`src/rtl/fsup_pkg.sv`:
```
package fsup_pkg;
  typedef enum logic [1:0] {ST_OFF, ST_RUN, ST_OVP, ST_HIC} fsupState_e;

  // control -> datapath strobes
  typedef struct packed {
    logic clrDetect;
    logic clrHiccup;
  } fsupCtl_t;

  // datapath -> control events
  typedef struct packed {
    logic disTrip;
    logic ovpTrip;
    logic fbTrip;
    logic olpTrip;
    logic fastTrip;
    logic hicDone;
  } fsupEvt_t;

  localparam int STATUS_W = 7;
  localparam int BIT_UVLO = 0;
  localparam int BIT_DIS  = 1;
  localparam int BIT_OVP  = 2;
  localparam int BIT_OLP  = 3;
  localparam int BIT_FB   = 4;
  localparam int BIT_FAST = 5;
  localparam int BIT_OTP  = 6;
endpackage

```
`src/rtl/fsup_deglitch.sv`:
```
module fsup_deglitch #(
  parameter int LIMIT = 2000
) (
  input  logic clk,
  input  logic rstN,
  input  logic clr,
  input  logic raw,
  output logic trip
);
  localparam int W = $clog2(LIMIT + 1);
  localparam logic [W-1:0] LIM = W'(LIMIT);

  logic [W-1:0] runLen;

  always_ff @(posedge clk or negedge rstN) begin
    if (!rstN)              runLen <= '0;
    else if (clr || !raw)   runLen <= '0;
    else if (runLen != LIM) runLen <= runLen + 1'b1;
  end

  assign trip = (runLen == LIM);
endmodule

```
`src/rtl/fsup_datapath.sv`:
```
module fsup_datapath
  import fsup_pkg::*;
#(
  parameter int DEG_TICKS   = 2000,
  parameter int OLP_TICKS   = 5600000,
  parameter int HICCUP_MULT = 4,
  parameter int FAST_CYCLES = 4
) (
  input  logic     clk,
  input  logic     rstN,
  input  fsupCtl_t ctl,
  input  logic     enableIn,
  input  logic     overVolt,
  input  logic     fbOpen,
  input  logic     csOpen,
  input  logic     rectShort,
  input  logic     cycleEnd,
  input  logic     limHit,
  output fsupEvt_t evt
);
  localparam int NUM_DG = 3;
  localparam int HIC_TICKS = OLP_TICKS * HICCUP_MULT;
  localparam int OW = $clog2(OLP_TICKS + 1);
  localparam int FW = $clog2(FAST_CYCLES + 1);
  localparam int HW = $clog2(HIC_TICKS + 1);
  localparam logic [OW-1:0] OLP_LIM  = OW'(OLP_TICKS);
  localparam logic [FW-1:0] FAST_LIM = FW'(FAST_CYCLES);
  localparam logic [HW-1:0] HIC_LAST = HW'(HIC_TICKS - 1);

  // deglitched detectors: 0 disable, 1 over-voltage, 2 open feedback
  logic [NUM_DG-1:0] dgRaw;
  logic [NUM_DG-1:0] dgTrip;
  assign dgRaw = {fbOpen, overVolt, !enableIn};

  for (genvar gi = 0; gi < NUM_DG; gi++) begin : g_dg
    fsup_deglitch #(
      .LIMIT((gi == 2) ? OLP_TICKS : DEG_TICKS)
    ) u_dg (
      .clk (clk),
      .rstN(rstN),
      .clr (ctl.clrDetect),
      .raw (dgRaw[gi]),
      .trip(dgTrip[gi])
    );
  end

  // overload timer
  logic [OW-1:0] olpCnt;
  logic [OW-1:0] olpInc;
  assign olpInc = (olpCnt == OLP_LIM) ? olpCnt : olpCnt + 1'b1;

  always_ff @(posedge clk or negedge rstN) begin
    if (!rstN)              olpCnt <= '0;
    else if (ctl.clrDetect) olpCnt <= '0;
    else if (cycleEnd)      olpCnt <= limHit ? olpInc : '0;
    else if (olpCnt != '0)  olpCnt <= olpInc;
  end

  // consecutive bad-cycle counter
  logic [FW-1:0] fastCnt;
  logic          badCycle;
  assign badCycle = csOpen || rectShort;

  always_ff @(posedge clk or negedge rstN) begin
    if (!rstN)              fastCnt <= '0;
    else if (ctl.clrDetect) fastCnt <= '0;
    else if (cycleEnd) begin
      if (!badCycle)                fastCnt <= '0;
      else if (fastCnt != FAST_LIM) fastCnt <= fastCnt + 1'b1;
    end
  end

  // hiccup off-period timer
  logic [HW-1:0] hicCnt;

  always_ff @(posedge clk or negedge rstN) begin
    if (!rstN)                  hicCnt <= '0;
    else if (ctl.clrHiccup)     hicCnt <= '0;
    else if (hicCnt != HIC_LAST) hicCnt <= hicCnt + 1'b1;
  end

  always_comb begin
    evt.disTrip  = dgTrip[0];
    evt.ovpTrip  = dgTrip[1];
    evt.fbTrip   = dgTrip[2];
    evt.olpTrip  = (olpCnt == OLP_LIM);
    evt.fastTrip = (fastCnt == FAST_LIM);
    evt.hicDone  = (hicCnt == HIC_LAST);
  end
endmodule

```
`src/rtl/fsup_control.sv`:
```
module fsup_control
  import fsup_pkg::*;
(
  input  logic                clk,
  input  logic                rstN,
  input  logic                supplyOk,
  input  logic                enableIn,
  input  logic                overVolt,
  input  logic                overTemp,
  input  fsupEvt_t            evt,
  output fsupCtl_t            ctl,
  output logic                switchEn,
  output logic [STATUS_W-1:0] faultStatus
);
  fsupState_e state, stateNxt;
  logic [3:0] cause, causeNxt; // one-hot: ovp, olp, fb, fast

  always_comb begin
    stateNxt = state;
    causeNxt = cause;
    unique case (state)
      ST_OFF: if (supplyOk && enableIn) stateNxt = ST_RUN;
      ST_RUN: begin
        if (!supplyOk || evt.disTrip) stateNxt = ST_OFF;
        else if (evt.ovpTrip) begin
          stateNxt = ST_OVP; causeNxt = 4'b0001;
        end else if (evt.olpTrip) begin
          stateNxt = ST_HIC; causeNxt = 4'b0010;
        end else if (evt.fbTrip) begin
          stateNxt = ST_HIC; causeNxt = 4'b0100;
        end else if (evt.fastTrip) begin
          stateNxt = ST_HIC; causeNxt = 4'b1000;
        end
      end
      ST_OVP: if (!supplyOk || !overVolt) stateNxt = ST_OFF;
      ST_HIC: if (evt.hicDone) stateNxt = ST_OFF;
      default: stateNxt = ST_OFF;
    endcase
    if (stateNxt == ST_OFF) causeNxt = '0;
  end

  always_ff @(posedge clk or negedge rstN) begin
    if (!rstN) begin
      state <= ST_OFF;
      cause <= '0;
    end else begin
      state <= stateNxt;
      cause <= causeNxt;
    end
  end

  always_comb begin
    ctl.clrDetect = (state != ST_RUN);
    ctl.clrHiccup = (state != ST_HIC);
  end

  assign switchEn = (state == ST_RUN) && !overTemp;

  always_comb begin
    faultStatus = '0;
    faultStatus[BIT_UVLO] = !supplyOk;
    faultStatus[BIT_DIS]  = (state == ST_OFF) && !enableIn;
    faultStatus[BIT_OVP]  = cause[0];
    faultStatus[BIT_OLP]  = cause[1];
    faultStatus[BIT_FB]   = cause[2];
    faultStatus[BIT_FAST] = cause[3];
    faultStatus[BIT_OTP]  = overTemp;
  end
endmodule

```
`src/rtl/fault_supervisor.sv`:
```
module fault_supervisor
  import fsup_pkg::*;
#(
  parameter int DEG_TICKS   = 2000,
  parameter int OLP_TICKS   = 5600000,
  parameter int HICCUP_MULT = 4,
  parameter int FAST_CYCLES = 4
) (
  input  logic       clk,
  input  logic       rstN,
  input  logic       supplyOk,
  input  logic       enableIn,
  input  logic       overVolt,
  input  logic       overTemp,
  input  logic       fbOpen,
  input  logic       csOpen,
  input  logic       rectShort,
  input  logic       cycleEnd,
  input  logic       limHit,
  output logic       switchEn,
  output logic [6:0] faultStatus
);
  fsupCtl_t ctl;
  fsupEvt_t evt;

  fsup_datapath #(
    .DEG_TICKS  (DEG_TICKS),
    .OLP_TICKS  (OLP_TICKS),
    .HICCUP_MULT(HICCUP_MULT),
    .FAST_CYCLES(FAST_CYCLES)
  ) u_dp (
    .clk      (clk),
    .rstN     (rstN),
    .ctl      (ctl),
    .enableIn (enableIn),
    .overVolt (overVolt),
    .fbOpen   (fbOpen),
    .csOpen   (csOpen),
    .rectShort(rectShort),
    .cycleEnd (cycleEnd),
    .limHit   (limHit),
    .evt      (evt)
  );

  fsup_control u_ctl (
    .clk        (clk),
    .rstN       (rstN),
    .supplyOk   (supplyOk),
    .enableIn   (enableIn),
    .overVolt   (overVolt),
    .overTemp   (overTemp),
    .evt        (evt),
    .ctl        (ctl),
    .switchEn   (switchEn),
    .faultStatus(faultStatus)
  );
endmodule

```
`config.mk`:
```
export PLATFORM = sky130hd
export DESIGN_NAME = fault_supervisor
export DESIGN_NICKNAME = d
export VERILOG_FILES = /design/src/rtl/fsup_pkg.sv /design/src/rtl/fsup_deglitch.sv /design/src/rtl/fsup_datapath.sv /design/src/rtl/fsup_control.sv /design/src/rtl/fault_supervisor.sv
export SDC_FILE = /design/constraint.sdc
export NUM_CORES = 1
export LEC_CHECK = 0
export CAP_MARGIN = 20
export CORE_UTILIZATION = 44
export CTS_BUF_LIST = sky130_fd_sc_hd__clkbuf_8 sky130_fd_sc_hd__clkbuf_16
export DETAILED_ROUTE_END_ITERATION = 8
export SLEW_MARGIN = 20
export SYNTH_ARGS = -nofsm -noshare
export SYNTH_HDL_FRONTEND = slang
export SYNTH_SLANG_ARGS = --single-unit
```
`constraint.sdc`:
```
create_clock -name clk -period 2.37 [get_ports clk]
set_input_delay 0.474 -clock clk [delete_from_list [all_inputs] [get_ports clk]]
set_output_delay 0.474 -clock clk [all_outputs]
set_load 0.02 [all_outputs]
```
* Word-level counts from Yosys, hierarchy flattened *
Cells that the tools add are included.

word-level totals
  flip-flop bits (word level) = 102
  logic and storage cells = 92

cells by class
  add/subtract/negate cells = 6
  eq/ne operators = 18
  multiplexer cells = 33
  reductions and logical operators = 27

operators with widths
  operator                                        number
  two-way mux 23 bit                              7
  two-way mux 25 bit                              2
  adder 23 x 1 -> 23 bit (second input constant)  2
  == test 23 bit (second input constant)          2
  two-way mux 11 bit                              4
  two-way mux 4 bit                               7
  adder 25 x 1 -> 25 bit (second input constant)  1
  == test 25 bit (second input constant)          1
  != test 25 bit (second input constant)          1
  != test 23 bit (second input constant)          1
  nonzero test 23 bit                             1
  adder 11 x 1 -> 11 bit (second input constant)  2
  == test 11 bit (second input constant)          2
  != test 11 bit (second input constant)          2
  two-way mux 2 bit                               8
  two-way mux 3 bit                               4
  nonzero test 2 bit                              6
  one-hot mux 2 bit (4 select lines)              1
  logical OR 1 bit                                6
  != test 3 bit (second input constant)           2
  logical NOT 1 bit                               5
  nonzero test 5 bit                              1
  == test 2 bit (second input constant)           2
  logical NOT 2 bit                               2
  other kinds (9)                                 12

* Logic depth before layout (Yosys ltp) *
Gate-level depths: netlist of the first run.

  word-level depth = 10
  mapped depth = 8
  depth with buffers taken out = 7

* Cells and area by module *
Synthesis of the first run repeated with hierarchy kept, for this count alone.

unflattened totals
  cells, all modules = 596
  area, all modules = 5809.3 um2

modules (own cells, without submodules)
  module                                  instances  cells an instance  area an instance (um2)  seq. area each (um2)
  fsup_datapath                           1          292                2895.3                  1276.2
  fsup_deglitch at u_dp.g_dg[2].u_dg      1          136                1286.2                  575.6
  fsup_deglitch at u_dp.g_dg[0].u_dg ...  2          62                 598.1                   275.3
  fsup_control                            1          44                 431.7                   150.1

* Least setup slack after synthesis of the first run *
Ideal clock, no wire load.

  kind = register to register
  start = register u_dp.olpCnt[0]
  end = register u_ctl.cause[1]
  data arrival time = 1706 ps
  required time = 2269 ps
  path slack = 563 ps
  stages on the path, launching flop included = 9
  path through = dfrtp_1 inv_1 ha_1 nor4b_1 and4_1 clkbuf_1 a221oi_1 a21oi_2 o32ai_1

between the ends
  longest elaborated chain between the ends = 8

RTL lines
  element                                                            RTL line             text
  start: declaration                                                 fsup_datapath.sv:48  logic [OW-1:0] olpCnt;
  start signal: assignment                                           fsup_datapath.sv:55  else if (cycleEnd) olpCnt <= limHit ? olpInc : '0;
  start signal: assignment                                           fsup_datapath.sv:56  else if (olpCnt != '0) olpCnt <= olpInc;
  == test 23 bit *                                                   fsup_datapath.sv:86  evt.olpTrip = (olpCnt == OLP_LIM);
  two-way mux 2 bit                                                  fsup_control.sv:27   end else if (evt.olpTrip) begin
  two-way mux 2 bit                                                  fsup_control.sv:25   else if (evt.ovpTrip) begin
  two-way mux 2 bit                                                  fsup_control.sv:24   if (!supplyOk || evt.disTrip) stateNxt = ST_OFF;
  one-hot mux 2 bit (4 select lines)                                 fsup_control.sv:21   unique case (state)
  logical NOT 2 bit                                                  fsup_control.sv:39   if (stateNxt == ST_OFF) causeNxt = '0;
  nonzero test 5 bit (no source line), or another cell as far along  -
  AND reduction 3 bit (no source line)                               -
  end signal: assignment                                             fsup_control.sv:48   cause <= causeNxt;
  end: declaration                                                   fsup_control.sv:16   logic [3:0] cause, causeNxt;

Mark *: on every way between the ends. The rest lies on a longest branch, timed or not. The select of a mux whose other input is x is not followed.
A chain may end at the register's enable or synchronous reset.

* Worst setup path after layout of the first run *
  start = register u_ctl.state[1]
  end = output switchEn

between the ends
  longest elaborated chain between the ends = 2

RTL lines
  element                   RTL line                text
  start: declaration        fsup_control.sv:15      fsupState_e state, stateNxt;
  start signal: assignment  fsup_control.sv:47      state <= stateNxt;
  == test 2 x 1 -> 1 bit    fsup_control.sv:57      assign switchEn = (state == ST_RUN) && !overTemp;
  logical AND 1 bit         fsup_control.sv:57
  end: declaration          fault_supervisor.sv:20  output logic switchEn,

Every way passes these cells.

==> results of run 1 <==
worst max path at each step:
| stage | cells past startpoint | end | startpoint | slack, ns |
|---|---|---|---|---|
| floorplan | 8 | u_ctl.cause[1] | u_dp.olpCnt[0] | 0.56 |
| global placement | 3 | faultStatus[1] | enableIn | 0.21 |
| detailed placement | 3 | faultStatus[1] | enableIn | 0.21 |
| CTS | 3 | switchEn | u_ctl.state[1] | 0.16 |
| global route | 7 | u_ctl.cause[2] | u_dp.g_dg[0].u_dg.runLen[0] | 0.11 |
| finish | 3 | switchEn | u_ctl.state[1] | 0.19 |
placed cells by master (no fill, tap or decap), drive strengths merged, types with 19 or more instances in the layout:
cell type  count
nand4         19
dfrtp        102
xnor2         42
nand3         34
nor2          89
nand2         34
inv           30
xor2          24
a21oi         28
state kept, by name (all words and copies together), names as in the netlist:
| name | count |
|---|---|
| u_dp.g_dg.u_dg.runLen | 45 |
| u_dp.fastCnt | 3 |
| u_ctl.state | 2 |
| u_ctl.cause | 4 |
| u_dp.olpCnt | 23 |
| u_dp.hicCnt | 25 |
cell families after synthesis:
kind of cell,count (synthesis),synth area share [%]
AO/OA/AOI/OAI,66,7.26
XOR/XNOR,66,10.6
adder cells (fa/ha/maj),11,2.53
buffers and inverters,41,3.08
flip-flops,102,46.9
multiplexers,5,0.919
AND/OR/NAND/NOR,283,28.8
worst max-delay path: cells and delay by family, from the launching register on:
kind                   cells  cell delay, ns
buffers and inverters      1            0.61
flip-flops                 1            0.44
AND/OR/NAND/NOR            2            0.31
final cells by class:
type                       instances  area, um2
multi-input combinational        431       2730
tap                              168        210
fill                            1115       5880
timing repair buffer              32        295
sequential                       102       2550
clock inverter                     7       67.6
clock buffer                       9        225
inverter                          28        105
layer usage:
| layer | global-route usage (%) | vias up | part of all wire (%) |
|---|---|---|---|
| met5 | 0 | - | 0 |
| met4 | 5.96 | 0 | 0.84 |
| met3 | 5.14 | 10 | 3.4 |
| met2 | 31.2 | 46 | 48 |
| met1 | 25.2 | 2048 | 48 |
| li1 | - | 2055 | - |
power by group:
group / switching (mW) / total, mW / internal (mW)
Sequential: 0.0133 / 1.76 / 1.75
Combinational: 0.136 / 0.216 / 0.0798
Clock: 0.659 / 1.47 / 0.813
==> impl_metrics.toml, run 1 <==
[placement]
dp.cells = 761
place_ws_ns = 0.213
post_dp_cell_area_um2 = 5890
port-buffer-count = 18
hpwl_um = 7810
gp_congestion = 0.816

[clocking]
clk_latency_ns = 0.36
clk_path_buf_depth = 2
cts_setup_buffers = 0
clk_pin_slew_worst_paths_ns = 0.07
tritoncts = "built"
cts_resized = 0
clock-root-buffer = "clkbuf_16"
cts_buffers = 9
clock_sinks = 102
cts_htree_levels = 3
ctsHoldBuffers = 0

[routing]
ant_nets = 0
firstDrtPassIters = 4
wl_um = 11200
wl_per_cell_um = 14.5
routed_via_density = 5.35
vias = 4159
drc = 0
drtIter0Drc = 180

[critical_path]
rrSetupSlack_ns = 0.26
start_kind = "flip-flop"
crit_chain = "nand2b_1, nor2_1, clkdlybuf4s50_1"
end_kind = "output port"
r2r_start = "u_dp.g_dg[0].u_dg.runLen[0]"
slowest_stage = "clkdlybuf4s50_1"
path_max_fanout = 6
r2r_cells = 7
required_ns = 1.90
r2r-end = "u_ctl.cause[2]"
slowest_delay_ns = 0.61
cp_data_arrival_time_ns = 1.71
crit_type = "flip-flop to output port"

[floorplanning]
start_util_pct = 45.2
die_y_um = 113
io_pins = 19
core_area_um2 = 12100
fp.dieW_um = 113
dieArea_um2 = 12800
fp-row-count = 40

[timing]
maxSlewHeadroom_pct = 51.0
setup_tns_ns = 0
finClkSkew_ns = 0.00700
max_freq_ghz = 0.458
setup_viol = 0
hold_viol_final = 0
worst_pin_slew_ns = 0.723
setup_slack_ns = 0.186
fin_hold_ws_ns = 0.0703
rsz0062_at_grt = "false"
finalMaxSlewViolations = 0
min_period_over_period_pct = 92.1
min_period_ns = 2.18

[synthesis]
post_synth_inst_count = 574
ys_ff_latch = 102
yosysMostFrequentCell = "dfrtp_1"
synth_common_cells = "dfrtp_1, nor2_1, xnor2_1"
synth_top_area_cell = "dfrtp_1"
async_reset_ff_share_pct = 100
synthFlopType = "dfrtp_1"
synth_nets = 596
synth_area_leaders = "dfrtp_1, xnor2_1, nor2_1, xor2_1, nand3_1"
syn_area_um2 = 5450
synth-seq-area-share_pct = 46.9
synth_top_area_share_pct = 46.9
synth_warnings = 0
syn_avg_cell_area_um2 = 9.49
synth_edf_count = 0
synth.distinct_cells = 62

[finish]
final_area_um2 = 6180
drive_gt1_share_pct = 9.36
fin_nets = 626
antenna_cells = 0
area_delta_synth_final_pct = 13.5
layout.cells.non_filler = 777
final_util_pct = 51.3

[grt]
grt_overflow_total = 0
grt_pass1_wl_um = 19500
grt_max_degree = 38
track_usage_pct = 19.2
grt_pass1_vias = 4144
antenna_found_initial = 0

[status]
status = "completed"

[hold_path]
hp-class = "input port to async pin"

[job]
drv_cap = 0

[pwr]
pwr_density_cell_nw_per_um2 = 558
p_leak_nw = 2.38
peakVddDrop_mv = 0.471
total_power_mw = 3.45
Note: power is estimated with default switching activity, not from simulation.
==> run 2: changes to the inputs <==
==> constraint.sdc (replaced) <==
create_clock -name clk -period 2.37 [get_ports clk]
set_input_delay 0.474 -clock clk [delete_from_list [all_inputs] [get_ports clk]]
set_output_delay 0.474 -clock clk [all_outputs]
set_load 0.05 [all_outputs]
==> run 2 against run 1 <==
Power increased by 3.7%. Setup slack improved by 0.14 ns. Non-clock buffer count decreased by 1. Sequential share of layout area decreased by 0.29 points. Critical path depth increased by 2. Clock power increased by 8%. Clock-buffer cell count increased by 1. Critical path type is now flip-flop to flip-flop. Largest cell class unchanged. Highest routed layer unchanged.
==> impl_metrics.toml, run 2 (synthesis gave the netlist of run 1 again) <==
[critical_path]
slowest_delay_ns = 0.44
crit_chain = "nor4b_1, nand4_2, o31ai_1, and3_1, a22oi_1"
crit_type = "flip-flop to flip-flop"
required_ns = 2.60
path_buf_inv = 0
cp_data_arrival_time_ns = 2.28
path_max_fanout = 9
end_kind = "flip-flop"
cp_top_family = "simple AND/OR/NAND/NOR gates"
slowest_stage = "dfrtp_1"
start_kind = "flip-flop"

[finish]
n_fill_cell = 1094
fin_nets = 625
area_delta_synth_final_pct = 14.3
antenna_cells = 0
top_regs = "u_dp.g_dg.u_dg.runLen (45), u_dp.hicCnt (25), u_dp.olpCnt (23)"
drive_gt1_share_pct = 9.87
final_cell_mix = "dfrtp_1, nor2_1, xnor2_1"
registers.top_by_ff_count = "u_dp.g_dg.u_dg.runLen"
ff_latch_area_um2 = 2550
mostFrequentLayoutCell = "dfrtp_1"
largest_reg_flops = 45
multi_input_area_um2 = 2730

[floorplanning]
start_util_pct = 45.2
fp.dieW_um = 113
die_y_um = 113
io_pins = 19
core_area_um2 = 12100
fp-row-count = 40
dieArea_um2 = 12800

[pwr]
pwr-share-comb_pct = 6.3
p_sw_share_pct = 22.4
p_leak_nw = 2.41
sequentialPowerShare_pct = 49.3
p_sw_uw = 803
internal_power_mw = 2.78
pwr_density_cell_nw_per_um2 = 575
p_clk_share_pct = 44.3
peakVddDrop_mv = 0.502

[clocking]
tritoncts = "built"
clock_sinks = 102
clock-root-buffer = "clkbuf_16"
cts_htree_levels = 3
cts_setup_buffers = 0
cts_resized = 0
clk_latency_ns = 0.35
cts_buffers = 9
clk_pin_slew_worst_paths_ns = 0.07
ctsHoldBuffers = 0
clk_path_buf_depth = 2

[routing]
ant_nets = 0
drtIter0Drc = 256
wl_per_cell_um = 14.3
wl_um = 11100
routed_via_density = 5.39
drc = 0
vias = 4179
firstDrtPassIters = 5

[placement]
gp_congestion = 0.824
port-buffer-count = 18
hpwl_um = 7770

[timing]
hold_viol_final = 0
setup_viol = 0
finClkSkew_ns = 0.00713
min_period_over_period_pct = 86.4
worst_pin_slew_ns = 0.610
max_freq_ghz = 0.488
rsz0062_at_grt = "false"
setup_tns_ns = 0
maxSlewHeadroom_pct = 59.0
fin_hold_ws_ns = 0.124
finalMaxSlewViolations = 0
min_period_ns = 2.05

[grt]
grt_max_degree = 47
grt_pass1_wl_um = 19700
antenna_found_initial = 0
grt_pass1_vias = 4120
grt_overflow_total = 0
track_usage_pct = 19.2

[status]
status = "completed"

[hold_path]
hp-class = "input port to async pin"

[job]
drv_cap = 0
run 2: changes by cell type in the layout (fill, tap and decap cells not counted), sizes merged:
cell / previous run / this run
buf: 15 / 18
bufinv: 1 / 2
clkbuf: 9 / 10
clkdlybuf4s50: 17 / 13
clkinv: 3 / 2
clkinvlp: 1 / 0
run 2: cell type report:
| class | instances | share of cell area (%) |
|---|---|---|
| inverter | 28 | 1.69 |
| clock inverter | 6 | 1.25 |
| timing repair buffer | 31 | 5.06 |
| clock buffer | 10 | 3.84 |
| sequential | 102 | 41.0 |
| tap | 168 | 3.38 |
| multi-input combinational | 431 | 43.8 |
run 2: worst paths after layout:
check / from / end / slack [ns] / depth (start not counted)
hold reg to reg: u_dp.g_dg[2].u_dg.runLen[22] / u_dp.g_dg[2].u_dg.runLen[22] / 0.55 / 2
hold / removal: rstN / u_dp.olpCnt[3] / 0.12 / 1
max in group asynchronous: rstN / u_dp.g_dg[0].u_dg.runLen[0] / 1.60 / 2
min in group clk: u_dp.g_dg[2].u_dg.runLen[22] / u_dp.g_dg[2].u_dg.runLen[22] / 0.55 / 2
setup reg to reg: u_dp.hicCnt[12] / u_ctl.cause[2] / 0.32 / 5
setup / recovery: u_dp.hicCnt[12] / u_ctl.cause[2] / 0.32 / 5
run 2: routing by layer:
metal / vias up / global-route usage [%] / share of wire [%] / wire [um]
li1: 2068 / - / - / -
met1: 2040 / 25.8 / 49 / 5440
met2: 60 / 30.3 / 46 / 5150
met3: 11 / 5.57 / 3.2 / 358
met4: 0 / 5.70 / 1.2 / 134
met5: - / 0 / 0 / 0
run 2: through the flow:
step                      std cells  instance area, um2  utilization (%)  setup WS [ns]  power [mW]
after global placement          760                5910             49.0          0.328        2.03
final                           776                6230             51.6          0.323        3.58
after global routing            776                6230             51.6          0.133        3.72
after CTS                       776                6230             51.6          0.307        3.64
after detailed placement        760                5910             49.0          0.281        2.03
after floorplan                 574                5450                -          0.377        1.91
run 2: worst register-to-register path, stage by stage, from the launching register on:
cell and delay, ns:
dfrtp_1 0.44, nor4b_1 0.40, nand4_2 0.32, o31ai_1 0.37, and3_1 0.28, a22oi_1 0.12
run 2: power by group through the flow:
stage,clock [mW],combinational [mW],sequential [mW]
after floorplan,0,0.113,1.80
after global placement,0,0.228,1.80
after detailed placement,0,0.230,1.80
after CTS,1.64,0.231,1.76
after global routing,1.70,0.254,1.77
final,1.59,0.227,1.77
